### config.mk
export PLATFORM = sky130hd
export DESIGN_NAME = enc_region_router
export DESIGN_NICKNAME = d
export VERILOG_FILES = /design/src/rtl/erar_pkg.sv /design/src/rtl/erar_region_table.sv /design/src/rtl/erar_region_match.sv /design/src/rtl/erar_route_fsm.sv /design/src/rtl/enc_region_router.sv
export SDC_FILE = /design/constraint.sdc
export NUM_CORES = 1
export LEC_CHECK = 0
export ABC_AREA = 1
export ABC_CLOCK_PERIOD_IN_PS = 2100
export BUFFER_PORTS_ARGS = -buffer_cell sky130_fd_sc_hd__buf_2
export CAP_MARGIN = 0
export CELL_PAD_IN_SITES_DETAIL_PLACEMENT = 2
export CELL_PAD_IN_SITES_GLOBAL_PLACEMENT = 2
export CORE_ASPECT_RATIO = 1.25
export CORE_MARGIN = 4
export CORE_UTILIZATION = 34
export DETAILED_ROUTE_END_ITERATION = 12
export GPL_ROUTABILITY_DRIVEN = 0
export MAX_ROUTING_LAYER = met4
export PLACE_DENSITY = 0.86
export SLEW_MARGIN = 5
export SYNTH_ARGS = -nofsm -noshare
export SYNTH_HDL_FRONTEND = slang
export SYNTH_HIERARCHICAL = 1
export SYNTH_SLANG_ARGS = --single-unit
### constraint.sdc
create_clock -name clk -period 2.1 [get_ports clk]
set_input_delay 0.21 -clock clk [delete_from_list [all_inputs] [get_ports clk]]
set_output_delay 0.21 -clock clk [all_outputs]
set_load 0.01 [all_outputs]
### src/rtl/erar_pkg.sv
package erar_pkg;

    typedef enum logic [1:0] {
        CFG_BASE  = 2'd0,
        CFG_LIMIT = 2'd1,
        CFG_ATTR  = 2'd2,
        CFG_MODE  = 2'd3
    } cfg_field_e;

    typedef enum logic {
        ST_IDLE = 1'b0,
        ST_FULL = 1'b1
    } route_state_e;

    localparam logic ENG_SECURE_KEY  = 1'b0;
    localparam logic ENG_NSECURE_KEY = 1'b1;

    localparam int ATTR_EN_BIT  = 0;
    localparam int ATTR_SEC_BIT = 1;

endpackage

### src/rtl/erar_region_table.sv
module erar_region_table
    import erar_pkg::*;
#(
    parameter int N_REG    = 8,
    parameter int ADDR_W   = 32,
    parameter int PAGE_SH  = 12,
    localparam int IDX_W   = $clog2(N_REG),
    localparam int PG_W    = ADDR_W - PAGE_SH
) (
    input  logic                        clk,
    input  logic                        rst_n,
    input  logic                        cfg_we,
    input  logic [IDX_W-1:0]            cfg_idx,
    input  cfg_field_e                  cfg_field,
    input  logic [ADDR_W-1:0]           cfg_wdata,
    output logic [N_REG-1:0][PG_W-1:0]  base_pg,
    output logic [N_REG-1:0][PG_W-1:0]  limit_pg,
    output logic [N_REG-1:0]            reg_en,
    output logic [N_REG-1:0]            reg_sec,
    output logic                        shared_mode
);

    logic [PG_W-1:0] wr_page;
    logic            unused_wdata;

    assign wr_page      = cfg_wdata[ADDR_W-1:PAGE_SH];
    assign unused_wdata = ^cfg_wdata[PAGE_SH-1:2];

    for (genvar g = 0; g < N_REG; g++) begin : g_region
        logic sel;
        assign sel = cfg_we && (cfg_idx == IDX_W'(g));

        always_ff @(posedge clk or negedge rst_n) begin
            if (!rst_n) begin
                base_pg[g]  <= '0;
                limit_pg[g] <= '0;
                reg_en[g]   <= 1'b0;
                reg_sec[g]  <= 1'b0;
            end else if (sel) begin
                unique case (cfg_field)
                    CFG_BASE:  base_pg[g]  <= wr_page;
                    CFG_LIMIT: limit_pg[g] <= wr_page;
                    CFG_ATTR: begin
                        reg_en[g]  <= cfg_wdata[ATTR_EN_BIT];
                        reg_sec[g] <= cfg_wdata[ATTR_SEC_BIT];
                    end
                    CFG_MODE: ;
                endcase
            end
        end
    end

    always_ff @(posedge clk or negedge rst_n) begin
        if (!rst_n) begin
            shared_mode <= 1'b0;
        end else if (cfg_we && cfg_field == CFG_MODE) begin
            shared_mode <= cfg_wdata[0];
        end
    end

    // a mode write is visible after exactly one edge
    p_mode_write_r7: assert property (@(posedge clk) disable iff (!rst_n)
        cfg_we && cfg_field == CFG_MODE |=> shared_mode == $past(cfg_wdata[0]));

    // attribute write reaches the table on the following edge
    p_attr_write_r11: assert property (@(posedge clk) disable iff (!rst_n)
        cfg_we && cfg_field == CFG_ATTR && cfg_idx == '0
        |=> reg_en[0] == $past(cfg_wdata[ATTR_EN_BIT]));

endmodule

### src/rtl/erar_region_match.sv
module erar_region_match #(
    parameter int N_REG    = 8,
    parameter int ADDR_W   = 32,
    parameter int PAGE_SH  = 12,
    localparam int IDX_W   = $clog2(N_REG),
    localparam int PG_W    = ADDR_W - PAGE_SH
) (
    input  logic [PG_W-1:0]             req_pg,
    input  logic [N_REG-1:0][PG_W-1:0]  base_pg,
    input  logic [N_REG-1:0][PG_W-1:0]  limit_pg,
    input  logic [N_REG-1:0]            reg_en,
    input  logic [N_REG-1:0]            reg_sec,
    output logic                        any_hit,
    output logic [IDX_W-1:0]            hit_idx,
    output logic                        hit_sec
);

    logic [N_REG-1:0] hit_vec;

    for (genvar g = 0; g < N_REG; g++) begin : g_cmp
        assign hit_vec[g] = reg_en[g] && (req_pg >= base_pg[g]) && (req_pg <= limit_pg[g]);
    end

    // lowest index wins: scan from the top so lower indices overwrite
    always_comb begin
        any_hit = 1'b0;
        hit_idx = '0;
        for (int i = N_REG - 1; i >= 0; i--) begin
            if (hit_vec[i]) begin
                any_hit = 1'b1;
                hit_idx = IDX_W'(i);
            end
        end
        hit_sec = reg_sec[hit_idx];
    end

    // the chosen region really matches and no lower one does
    always_comb begin
        if (any_hit) begin
            p_pick_valid_r8: assert (hit_vec[hit_idx]);
            for (int j = 0; j < N_REG; j++) begin
                if (j < int'(hit_idx)) begin
                    p_lowest_wins_r8: assert (!hit_vec[j]);
                end
            end
        end else begin
            p_no_hit_r2: assert (hit_vec == '0);
        end
    end

endmodule

### src/rtl/erar_route_fsm.sv
module erar_route_fsm
    import erar_pkg::*;
#(
    parameter int ADDR_W = 32
) (
    input  logic              clk,
    input  logic              rst_n,
    input  logic              req_valid,
    output logic              req_ready,
    input  logic [ADDR_W-1:0] req_addr,
    input  logic              req_secure,
    input  logic              req_host,
    input  logic              any_hit,
    input  logic              hit_sec,
    input  logic              shared_mode,
    output logic              out_valid,
    input  logic              out_ready,
    output logic [ADDR_W-1:0] out_addr,
    output logic              out_secure,
    output logic              out_encrypt,
    output logic              out_engine
);

    route_state_e state_q, state_d;
    logic         accept;
    logic         sec_new;
    logic         eng_new;

    assign req_ready = (state_q == ST_IDLE) || out_ready;
    assign accept    = req_valid && req_ready;

    // rewrite: only a non-secure region forces the bit low
    assign sec_new = req_secure && !(any_hit && !hit_sec);

    always_comb begin
        if (!any_hit)         eng_new = ENG_SECURE_KEY;
        else if (shared_mode) eng_new = req_host;
        else                  eng_new = sec_new ? ENG_SECURE_KEY : ENG_NSECURE_KEY;
    end

    // next-state: LOAD, REFILL, STALL, DRAIN, WAIT
    always_comb begin
        state_d = state_q;
        unique case (state_q)
            ST_IDLE: if (req_valid)  state_d = ST_FULL;
            ST_FULL: if (out_ready)  state_d = req_valid ? ST_FULL : ST_IDLE;
        endcase
    end

    always_ff @(posedge clk or negedge rst_n) begin
        if (!rst_n) state_q <= ST_IDLE;
        else        state_q <= state_d;
    end

    // output register: loaded only on acceptance
    always_ff @(posedge clk or negedge rst_n) begin
        if (!rst_n) begin
            out_addr    <= '0;
            out_secure  <= 1'b0;
            out_encrypt <= 1'b0;
            out_engine  <= 1'b0;
        end else if (accept) begin
            out_addr    <= req_addr;
            out_secure  <= sec_new;
            out_encrypt <= any_hit;
            out_engine  <= eng_new;
        end
    end

    assign out_valid = (state_q == ST_FULL);

    p_latency_r9: assert property (@(posedge clk) disable iff (!rst_n)
        req_valid && req_ready |=> out_valid && out_addr == $past(req_addr));

    p_stall_r10: assert property (@(posedge clk) disable iff (!rst_n)
        out_valid && !out_ready |-> !req_ready);

    p_hold_r10: assert property (@(posedge clk) disable iff (!rst_n)
        out_valid && !out_ready |=> out_valid && $stable(out_addr) && $stable(out_secure)
                                    && $stable(out_encrypt) && $stable(out_engine));

    p_clear_path_r2: assert property (@(posedge clk) disable iff (!rst_n)
        req_valid && req_ready && !any_hit
        |=> !out_encrypt && !out_engine && out_secure == $past(req_secure));

    p_ns_region_r3: assert property (@(posedge clk) disable iff (!rst_n)
        req_valid && req_ready && any_hit && !hit_sec |=> out_encrypt && !out_secure);

    p_sec_region_r4: assert property (@(posedge clk) disable iff (!rst_n)
        req_valid && req_ready && any_hit && hit_sec |=> out_secure == $past(req_secure));

    p_engine_split_r5: assert property (@(posedge clk) disable iff (!rst_n)
        req_valid && req_ready && any_hit && !shared_mode |=> out_engine == !out_secure);

    p_engine_host_r6: assert property (@(posedge clk) disable iff (!rst_n)
        req_valid && req_ready && any_hit && shared_mode |=> out_engine == $past(req_host));

endmodule

### src/rtl/enc_region_router.sv
module enc_region_router
    import erar_pkg::*;
#(
    parameter int N_REG    = 8,
    parameter int ADDR_W   = 32,
    parameter int PAGE_SH  = 12,
    localparam int IDX_W   = $clog2(N_REG),
    localparam int PG_W    = ADDR_W - PAGE_SH
) (
    input  logic              clk,
    input  logic              rst_n,
    input  logic              cfg_we,
    input  logic [IDX_W-1:0]  cfg_idx,
    input  logic [1:0]        cfg_field,
    input  logic [ADDR_W-1:0] cfg_wdata,
    output logic              shared_mode,
    input  logic              req_valid,
    output logic              req_ready,
    input  logic [ADDR_W-1:0] req_addr,
    input  logic              req_secure,
    input  logic              req_host,
    output logic              out_valid,
    input  logic              out_ready,
    output logic [ADDR_W-1:0] out_addr,
    output logic              out_secure,
    output logic              out_encrypt,
    output logic              out_engine
);

    logic [N_REG-1:0][PG_W-1:0] base_pg;
    logic [N_REG-1:0][PG_W-1:0] limit_pg;
    logic [N_REG-1:0]           reg_en;
    logic [N_REG-1:0]           reg_sec;
    logic                       any_hit;
    logic [IDX_W-1:0]           hit_idx;
    logic                       hit_sec;
    logic                       unused_idx;

    assign unused_idx = ^hit_idx;

    erar_region_table #(
        .N_REG(N_REG), .ADDR_W(ADDR_W), .PAGE_SH(PAGE_SH)
    ) u_table (
        .clk        (clk),
        .rst_n      (rst_n),
        .cfg_we     (cfg_we),
        .cfg_idx    (cfg_idx),
        .cfg_field  (cfg_field_e'(cfg_field)),
        .cfg_wdata  (cfg_wdata),
        .base_pg    (base_pg),
        .limit_pg   (limit_pg),
        .reg_en     (reg_en),
        .reg_sec    (reg_sec),
        .shared_mode(shared_mode)
    );

    erar_region_match #(
        .N_REG(N_REG), .ADDR_W(ADDR_W), .PAGE_SH(PAGE_SH)
    ) u_match (
        .req_pg  (req_addr[ADDR_W-1:PAGE_SH]),
        .base_pg (base_pg),
        .limit_pg(limit_pg),
        .reg_en  (reg_en),
        .reg_sec (reg_sec),
        .any_hit (any_hit),
        .hit_idx (hit_idx),
        .hit_sec (hit_sec)
    );

    erar_route_fsm #(
        .ADDR_W(ADDR_W)
    ) u_fsm (
        .clk        (clk),
        .rst_n      (rst_n),
        .req_valid  (req_valid),
        .req_ready  (req_ready),
        .req_addr   (req_addr),
        .req_secure (req_secure),
        .req_host   (req_host),
        .any_hit    (any_hit),
        .hit_sec    (hit_sec),
        .shared_mode(shared_mode),
        .out_valid  (out_valid),
        .out_ready  (out_ready),
        .out_addr   (out_addr),
        .out_secure (out_secure),
        .out_encrypt(out_encrypt),
        .out_engine (out_engine)
    );

    // nothing leaves the block without a prior acceptance
    p_no_spurious_r12: assert property (@(posedge clk) disable iff (!rst_n)
        !(req_valid && req_ready) && !out_valid |=> !out_valid);

endmodule

---- After elaboration in Yosys (flattened, before gate mapping) ----
Cells that the tools add are included.
word-level totals
  bits in registers ....................... 373
  bits of input ports ..................... 76
  output and inout port bits .............. 38
cells by class
  magnitude comparators ................... 17
  equal/unequal tests ..................... 10
  mux-type cells .......................... 24
  bitwise gates (word level) .............. 1
  reductions and logical operators ........ 57
operators with widths
  operator                                                               count
  20-bit greater-or-equal comparator                                     8
  20-bit <= comparator                                                   8
  2-bit AND reduction                                                    24
  1-bit logical AND                                                      28
  3-bit two-way mux                                                      8
  1-bit two-way mux                                                      14
  3-bit == test (second input constant)                                  4
  3-bit by 2-bit == test with 1-bit output (second input constant)       2
  2-bit == test (second input constant)                                  2
  3-bit by 4-bit < comparator with 1-bit output (second input constant)  1
  1-bit binary-select mux with 3-bit select                              1
  3-bit by 1-bit == test with 1-bit output (second input constant)       1
  3-bit logical NOT                                                      1
  2-bit by 1-bit == test with 1-bit output (second input constant)       1
  1-bit logical NOT                                                      2
  2-bit logical NOT                                                      1
  1-bit one-hot mux with 2 select lines                                  1
  1-bit logical OR                                                       1
  1-bit inverter                                                         1

---- Longest topological paths before layout ----
Gate-level depths: netlist (run 1).
  depth in word-level cells ............... 20
  mapped depth ............................ 29

---- Modules after synthesis ----
Netlist (run 1), hierarchy kept.
modules (own cells, without submodules)
  module             times used  cells each  area each (um2)
  erar_region_table  1           1,552       13,543.0
  erar_region_match  1           1,390       8,765.9
  erar_route_fsm     1           160         1,456.4

---- Worst setup path after synthesis (run 1) ----
OpenSTA, ideal clock, no wires.
  path kind ............................... flip-flop to flip-flop
  start point ............................. register u_table/limit_pg[159] in the netlist's numbering
  end point ............................... register u_fsm.out_engine
  library setup time ...................... 117 ps
  arrival ................................. 2,185 ps
  data required time ...................... 1,983 ps
  path slack .............................. -202 ps
  cell stages (with the launch flop) ...... 29
  period minus slack after synthesis ...... 2,302 ps
  cell sequence ........................... dfrtp_1 inv_1 ha_1 nand2_2 inv_1 nand2_1 nand3_1 nor2_1 nand2_1 nor2_1 nor2_2 nor2_1 nand2_1 nand2_1 nand2_1 nand2_1 nand2_2 nand2_4 nand2_4 nand2_1 nand3_1 nand2_1 nand2_1 nand2_1 inv_1 nand2_1 nand3b_1 nand3_1 nand2_1
on the way
  longest elaborated chain between the ends .. 19
RTL lines
  item                                       RTL line                 text
  start: declaration                         erar_region_table.sv:17  output logic [N_REG-1:0][PG_W-1:0] limit_pg,
  start signal: indexed assignment           erar_region_table.sv:42  CFG_LIMIT: limit_pg[g] <= wr_page;
  20-bit <= comparator                       erar_region_match.sv:21  assign hit_vec[g] = reg_en[g] && (req_pg >= base_pg[g]) && (req_pg <= limit_pg[g]);
  1-bit logical AND                          erar_region_match.sv:21
  3-bit two-way mux (8 in series)            erar_region_match.sv:29  if (hit_vec[i]) begin
  1-bit binary-select mux with 3-bit select  erar_region_match.sv:34  hit_sec = reg_sec[hit_idx];
  1-bit two-way mux (implied by the code)    erar_region_match.sv:34
  named net hit_sec                          enc_region_router.sv:36  logic hit_sec;
  1-bit logical NOT                          erar_route_fsm.sv:33     assign sec_new = req_secure && !(any_hit && !hit_sec);
  1-bit logical AND                          erar_route_fsm.sv:33
  1-bit logical NOT                          erar_route_fsm.sv:33
  1-bit logical AND                          erar_route_fsm.sv:33
  1-bit two-way mux                          erar_route_fsm.sv:38     else eng_new = sec_new ? ENG_SECURE_KEY : ENG_NSECURE_KEY;
  1-bit two-way mux                          erar_route_fsm.sv:37     else if (shared_mode) eng_new = req_host;
  1-bit two-way mux                          erar_route_fsm.sv:36     if (!any_hit) eng_new = ENG_SECURE_KEY;
  end signal: assignment                     erar_route_fsm.sv:66     out_engine <= eng_new;
  end: declaration                           erar_route_fsm.sv:21     output logic out_engine
The timed path passes the listed nets, and every way through them passes these cells. The select of a mux whose other input is x is not followed.
A chain may end at the register's enable or synchronous reset.

---- Worst setup path after layout (run 1) ----
  start point ............................. register u_table/base_pg[65] in the netlist's numbering
  end point ............................... register u_fsm.out_engine
on the way
  longest elaborated chain between the ends .. 16
RTL lines
  item                                       RTL line                 text
  start: declaration                         erar_region_table.sv:16  output logic [N_REG-1:0][PG_W-1:0] base_pg,
  start signal: indexed assignment           erar_region_table.sv:41  CFG_BASE: base_pg[g] <= wr_page;
  20-bit greater-or-equal comparator         erar_region_match.sv:21
  1-bit logical AND (2 in series)            erar_region_match.sv:21
  3-bit two-way mux (4 in series)            erar_region_match.sv:29
  1-bit binary-select mux with 3-bit select  erar_region_match.sv:34
  1-bit two-way mux (implied by the code)    erar_region_match.sv:34
  named net hit_sec                          enc_region_router.sv:36
  1-bit logical NOT                          erar_route_fsm.sv:33
  1-bit logical AND                          erar_route_fsm.sv:33
  1-bit logical NOT                          erar_route_fsm.sv:33
  1-bit logical AND                          erar_route_fsm.sv:33
  1-bit two-way mux                          erar_route_fsm.sv:38
  1-bit two-way mux                          erar_route_fsm.sv:37
  1-bit two-way mux                          erar_route_fsm.sv:36
The timed path passes the listed nets, and every way through them passes these cells. The select of a mux whose other input is x is not followed.

==> impl_metrics.toml, run 1 <==
[sta]
post-route-period-util_pct = 205
fmax_mhz = 233
maxSlewViolCount = 0
fin_ws_ps = -2200
rsz0062_at_grt = "yes"
finalCriticalPeriod_ps = 4300
tns_ps = -6430
skew_ps = 71.6
finalSetupViolCount = 8
relSlewSlack_pct = 23.5
tightest_slew_ps = 1140
hold_viol_final = 0

[yosys]
yosysWarnings = 6
syn_inst = 3101
syn_area_um2 = 23800
synthesis.nets = 3497
synth.avg_cell_area_um2 = 7.66

[detailed_routing]
firstDrtPassIters = 7
drt-wirelength-per-cell_um = 40.3
drt_iter0_markers = 3503
via_per_inst = 6.61
antenna_left = 0
drcViolationCount = 0
wl_um = 178000
num_vias = 29100

[global_route]
grt_first_pass_wirelength_um = 205000
antenna_found_initial = 17
first_global_vias = 30900
grt_use_total_pct = 38.2
grt_remaining_overflow = 0
grt_max_degree = 79

[hold_path]
hold_path_depth = 4
min_path_type = "in2reg"

[setup_path]
crit_path_cell_trace = "inv_1, ha_1, nand2_1, inv_1, o21bai_1, a21oi_1, o21ai_0, nand4_1, nand3_4, nand2_2, inv_2, nand2_1, nand2_2, nand3_2, nand2_2, nand2_2, nand2_4, inv_2, nand2_2, nand3b_1, nand3_2, nand2_2"
path_common_cell = "nand2_2"
rrSetupSlack_ps = -2200
critPathMaxStageDelay_ps = 810
reg2reg_depth = 22
crit_type = "reg2reg"
crit_fanout = 3
end_kind = "flop"
crit_required_ps = 2550
critPathSlowestCell = "o21bai_1"
worst-endpoint-arrival_ps = 4740
critPathLaunchType = "flop"

[clock_tree]
cts_buffers = 44
cts_tree = "built"
clock_sinks = 373
clk_latency_ps = 650
h-tree-depth = 2
clk_pin_slew_ps = 80
clockBufferDepth = 3
root_buffer = "clkbuf_16"

[die]
die_x_um = 244
die_area_um2 = 74200
fp-row-count = 108
start_util_pct = 34.3
die_h_um = 304
core_area_um2 = 69300
ios = 114

[run_status]
violations = "negative setup slack"
status = "finished with violations"

[final_layout]
nNetsFinal = 3808
drive_gt1_share_pct = 22.3
utilization_pct = 44.4
syn_to_final_growth_pct = 29.4

[flow_run]
maxCapViolCount = 0

[placement]
io_buffers = 103
dp_hpwl_um = 77500

[power_and_ir_drop]
vdd_drop_max_v = 0.000530
power_leakage_nw = 15.9
powerDensity_nw_per_um2 = 1020
-- cell usage in the layout, fill, tap and decap left out, types with 6 or more instances in the layout --
master / instances
a21oi_1: 121
a21oi_2: 17
buf_12: 32
buf_2: 102
buf_4: 260
clkbuf_1: 13
clkbuf_16: 45
clkbuf_8: 8
clkinv_2: 8
dfrtp_1: 372
diode_2: 24
dlygate4sd3_1: 23
ha_1: 263
ha_4: 56
inv_1: 370
inv_2: 31
nand2_1: 963
nand2_2: 68
nand2_4: 25
nand3_1: 339
nand3_2: 17
nand3_4: 9
nand3b_1: 6
nand4_1: 75
nor2_1: 64
nor2_2: 23
nor2_4: 27
o211ai_1: 6
o21a_1: 6
o21ai_0: 35
o21ai_1: 9
-- final cells by class --
| class | instances | area [um2] |
|---|---|---|
| inverters | 401 | 1510 |
| fillers | 7587 | 38600 |
| well taps | 935 | 1170 |
| clock inverters | 16 | 215 |
| repair buffers | 423 | 3400 |
| diodes | 24 | 60.1 |
| multi-input cells | 2169 | 13800 |
| flip-flops and latches | 373 | 9340 |
| clock buffers | 66 | 1280 |
-- final timing paths --
path	from	to
max	u_table/base_pg[65]	u_fsm/out_engine
min	req_addr[14]	u_fsm/out_addr[14]
max reg2reg	u_table/base_pg[65]	u_fsm/out_engine
min reg2reg	u_table/limit_pg[13]	u_table/limit_pg[13]
max in group asynchronous	rst_n	u_table/base_pg[60]
min in group asynchronous	rst_n	u_table/limit_pg[111]
-- layer usage --
| layer | vias up | track usage (%) | share of wire (%) |
|---|---|---|---|
| met4 | 0 | 36.1 | 14 |
| met2 | 2690 | 65.1 | 44 |
| met5 | - | - | 0 |
| li1 | 10600 | - | - |
| met3 | 1690 | 7.50 | 11 |
| met1 | 14200 | 36.0 | 32 |
-- flip-flops by register name (all words and copies together), names as in the netlist --
register             count
u_table/reg_en           8
u_table/shared_mode      1
u_table/limit_pg       160
u_table/reg_sec          8
u_fsm/out_addr          32
u_fsm/out_engine         1
u_fsm/out_encrypt        1
u_fsm/out_valid          1
u_table/base_pg        160
u_fsm/out_secure         1
-- power by group --
part | total (W) | switching (W) | internal [W]
combinational | 0.0125 | 0.00849 | 0.00406
sequential | 0.00985 | 0.00136 | 0.00849
clock | 0.00889 | 0.00402 | 0.00487
total | 0.0313 | 0.0139 | 0.0174
-- worst max-delay path: cells and delay by family, from the launching register on --
family	cells	cell delay [ps]
AOI/OAI and AO/OA	3	1320
buffers and inverters	4	290
adders and majority gates	1	350
DFF	1	370
and+or+nand+nor	14	1790
-- repair_timing --
| action | CTS | global route |
|---|---|---|
| buffers inserted | 13 | 47 |
| resized for setup | 99 | 204 |
| hold endpoints to repair | 66 | 0 |
| pin swaps | 41 | 95 |
| setup endpoints to repair | 3 | 3 |
| hold buffers | 23 | 0 |
-- per-stage QoR --
step	cells	setup slack, ps	hold slack (ps)	cell area [um2]	total power [W]
after floorplan	3101	-165	-85.6	23800	0.0135
after global placement	4219	-1100	220	27000	0.0162
after detailed placement	4219	-1330	227	27000	0.0174
after CTS	4337	-1020	11.6	29300	0.0271
after global routing	4406	-2050	39.3	30700	0.0317
final	4407	-2200	23.6	30700	0.0313
(Power assumes the default switching activity.)
==> inputs of run 2 (changes only) <==
--- a/config.mk
+++ b/config.mk
@@ -11,7 +11,7 @@
 export CAP_MARGIN = 0
 export CELL_PAD_IN_SITES_DETAIL_PLACEMENT = 2
 export CELL_PAD_IN_SITES_GLOBAL_PLACEMENT = 2
-export CORE_ASPECT_RATIO = 1.25
+export CORE_ASPECT_RATIO = 0.5
 export CORE_MARGIN = 4
 export CORE_UTILIZATION = 34
 export DETAILED_ROUTE_END_ITERATION = 12
==> impl_metrics.toml, run 2 (synthesized netlist as in run 1, its figures left out) <==
[placement]
io_buffers = 103
placedCellCount = 4237
dp_hpwl_um = 80300

[die]
fp-row-count = 68
die_h_um = 195
core_area_um2 = 69100
die_area_um2 = 74400
ios = 114
die_x_um = 382
start_util_pct = 34.4

[clock_tree]
clk_latency_ps = 630
cts_buffers = 40
root_buffer = "clkbuf_16"
clockBufferDepth = 3
clock_sinks = 373
clk_pin_slew_ps = 90
h-tree-depth = 2
cts_tree = "built"

[final_layout]
utilization_pct = 43.0
final_common_cell = "nand2_1"
drive_gt1_share_pct = 20.0
fill_cells = 7716
fin_cells = 4379
top_regs = "u_table/base_pg: 160 flops, u_table/limit_pg: 160 flops, u_fsm/out_addr: 32 flops"
syn_to_final_growth_pct = 25.2
nNetsFinal = 3791
final_cell_mix = "nand2_1, inv_1, dfrtp_1"

[setup_path]
crit_type = "reg2reg"
path_common_cell = "nand2_2"
critPathSlowestCell = "dfrtp_1"
end_kind = "flop"
critPathMaxStageDelay_ps = 590
worst-endpoint-arrival_ps = 4130
crit_buf_inv = 3
rrSetupSlack_ps = -1570
critPathLaunchType = "flop"
crit_fanout = 5
crit_required_ps = 2570
cpLargestDelayFamily = "simple AND/OR/NAND/NOR gates"

[power_and_ir_drop]
power_leakage_nw = 15.6
powerDensity_nw_per_um2 = 994
power.total_w = 0.0296
vdd_drop_max_v = 0.000528

[detailed_routing]
num_vias = 28800
drt-wirelength-per-cell_um = 38.1
wl_um = 167000
antenna_left = 0
via_per_inst = 6.59
drcViolationCount = 0
firstDrtPassIters = 5
drt_iter0_markers = 3829

[global_route]
grt_first_pass_wirelength_um = 218000
grt_use_total_pct = 40.4
grt_max_degree = 75
grt_remaining_overflow = 0
first_global_vias = 31100
antenna_found_initial = 8

[sta]
rsz0062_at_grt = "yes"
finalSetupViolCount = 3
finalCriticalPeriod_ps = 3670
hold_viol_final = 1
post-route-period-util_pct = 175
maxSlewViolCount = 0
relSlewSlack_pct = 45.3
whs_ps = -28.6
fin_ws_ps = -1570
fmax_mhz = 273
skew_ps = 42.6
tns_ps = -4080
tightest_slew_ps = 821

[run_status]
violations = "negative hold slack, negative setup slack"
status = "finished with violations"

[flow_run]
maxCapViolCount = 0

[hold_path]
min_path_type = "in2reg"
## run 2: changes by cell type in the layout (fill, tap and decap cells not counted), sizes merged
cell / before / now
diode: 24 / 9
clkbuf: 66 / 53
buf: 400 / 389
clkinv: 8 / 10
clkinvlp: 1 / 3
dlygate4sd3: 23 / 21
bufinv: 5 / 4
## run 2: worst min-delay path, stage by stage
cell and delay (ps):
buf_2 140, nand3_1 120, o21ai_0 90
## run 2: path summary, 6_finish.rpt
kind                                   endpoint  depth (start not counted)                  from
min in group asynchronous     u_fsm/out_addr[9]                          2                 rst_n
max reg2reg                    u_fsm/out_secure                         25  u_table/base_pg[127]
max                            u_fsm/out_secure                         25  u_table/base_pg[127]
min                         u_table/shared_mode                          3                cfg_we
min reg2reg                  u_fsm/out_addr[22]                          2    u_fsm/out_addr[22]
max in group asynchronous  u_table/limit_pg[12]                          3                 rst_n
## run 2: where the power goes
part           total, W  internal, W  switching, W  leakage, nW
Clock           0.00825      0.00426       0.00399        0.649
Sequential      0.00993      0.00849       0.00144         4.81
Combinational    0.0114      0.00370       0.00768         10.1
Total            0.0296       0.0164        0.0131         15.6
## run 2: cell type report
| cell class | count | area [um2] | share of cell area [%] |
|---|---|---|---|
| clock inverter | 19 | 214 | 0.719 |
| timing repair buffer | 410 | 3180 | 10.7 |
| sequential | 373 | 9340 | 31.4 |
| multi-input combinational | 2169 | 13200 | 44.3 |
| antenna | 9 | 22.5 | 0.0757 |
| clock buffer | 53 | 1110 | 3.74 |
| tap | 945 | 1180 | 3.98 |
| inverter | 401 | 1510 | 5.07 |
## run 2: repair_timing
item	CTS	global route
pin swaps	51	44
resized for setup	104	99
hold buffers	21	0
setup buffers	13	27
setup endpoints to repair	3	3
hold endpoints to repair	62	0
## run 2: through the flow
stage,instance area [um2],worst slack [ps]
floorplan,23800,-165
global placement,27000,-1070
global route,29700,-1510
detailed placement,27000,-1320
CTS,29100,-1090
finish,29700,-1570
## run 2: layer usage
layer | routed length [um] | up-vias | GRT usage (%)
li1 | - | 10500 | -
met1 | 59100 | 14200 | 44.8
met2 | 71600 | 2757 | 63.3
met3 | 18500 | 1335 | 10.1
met4 | 17700 | 0 | 30.2
met5 | 0 | - | -
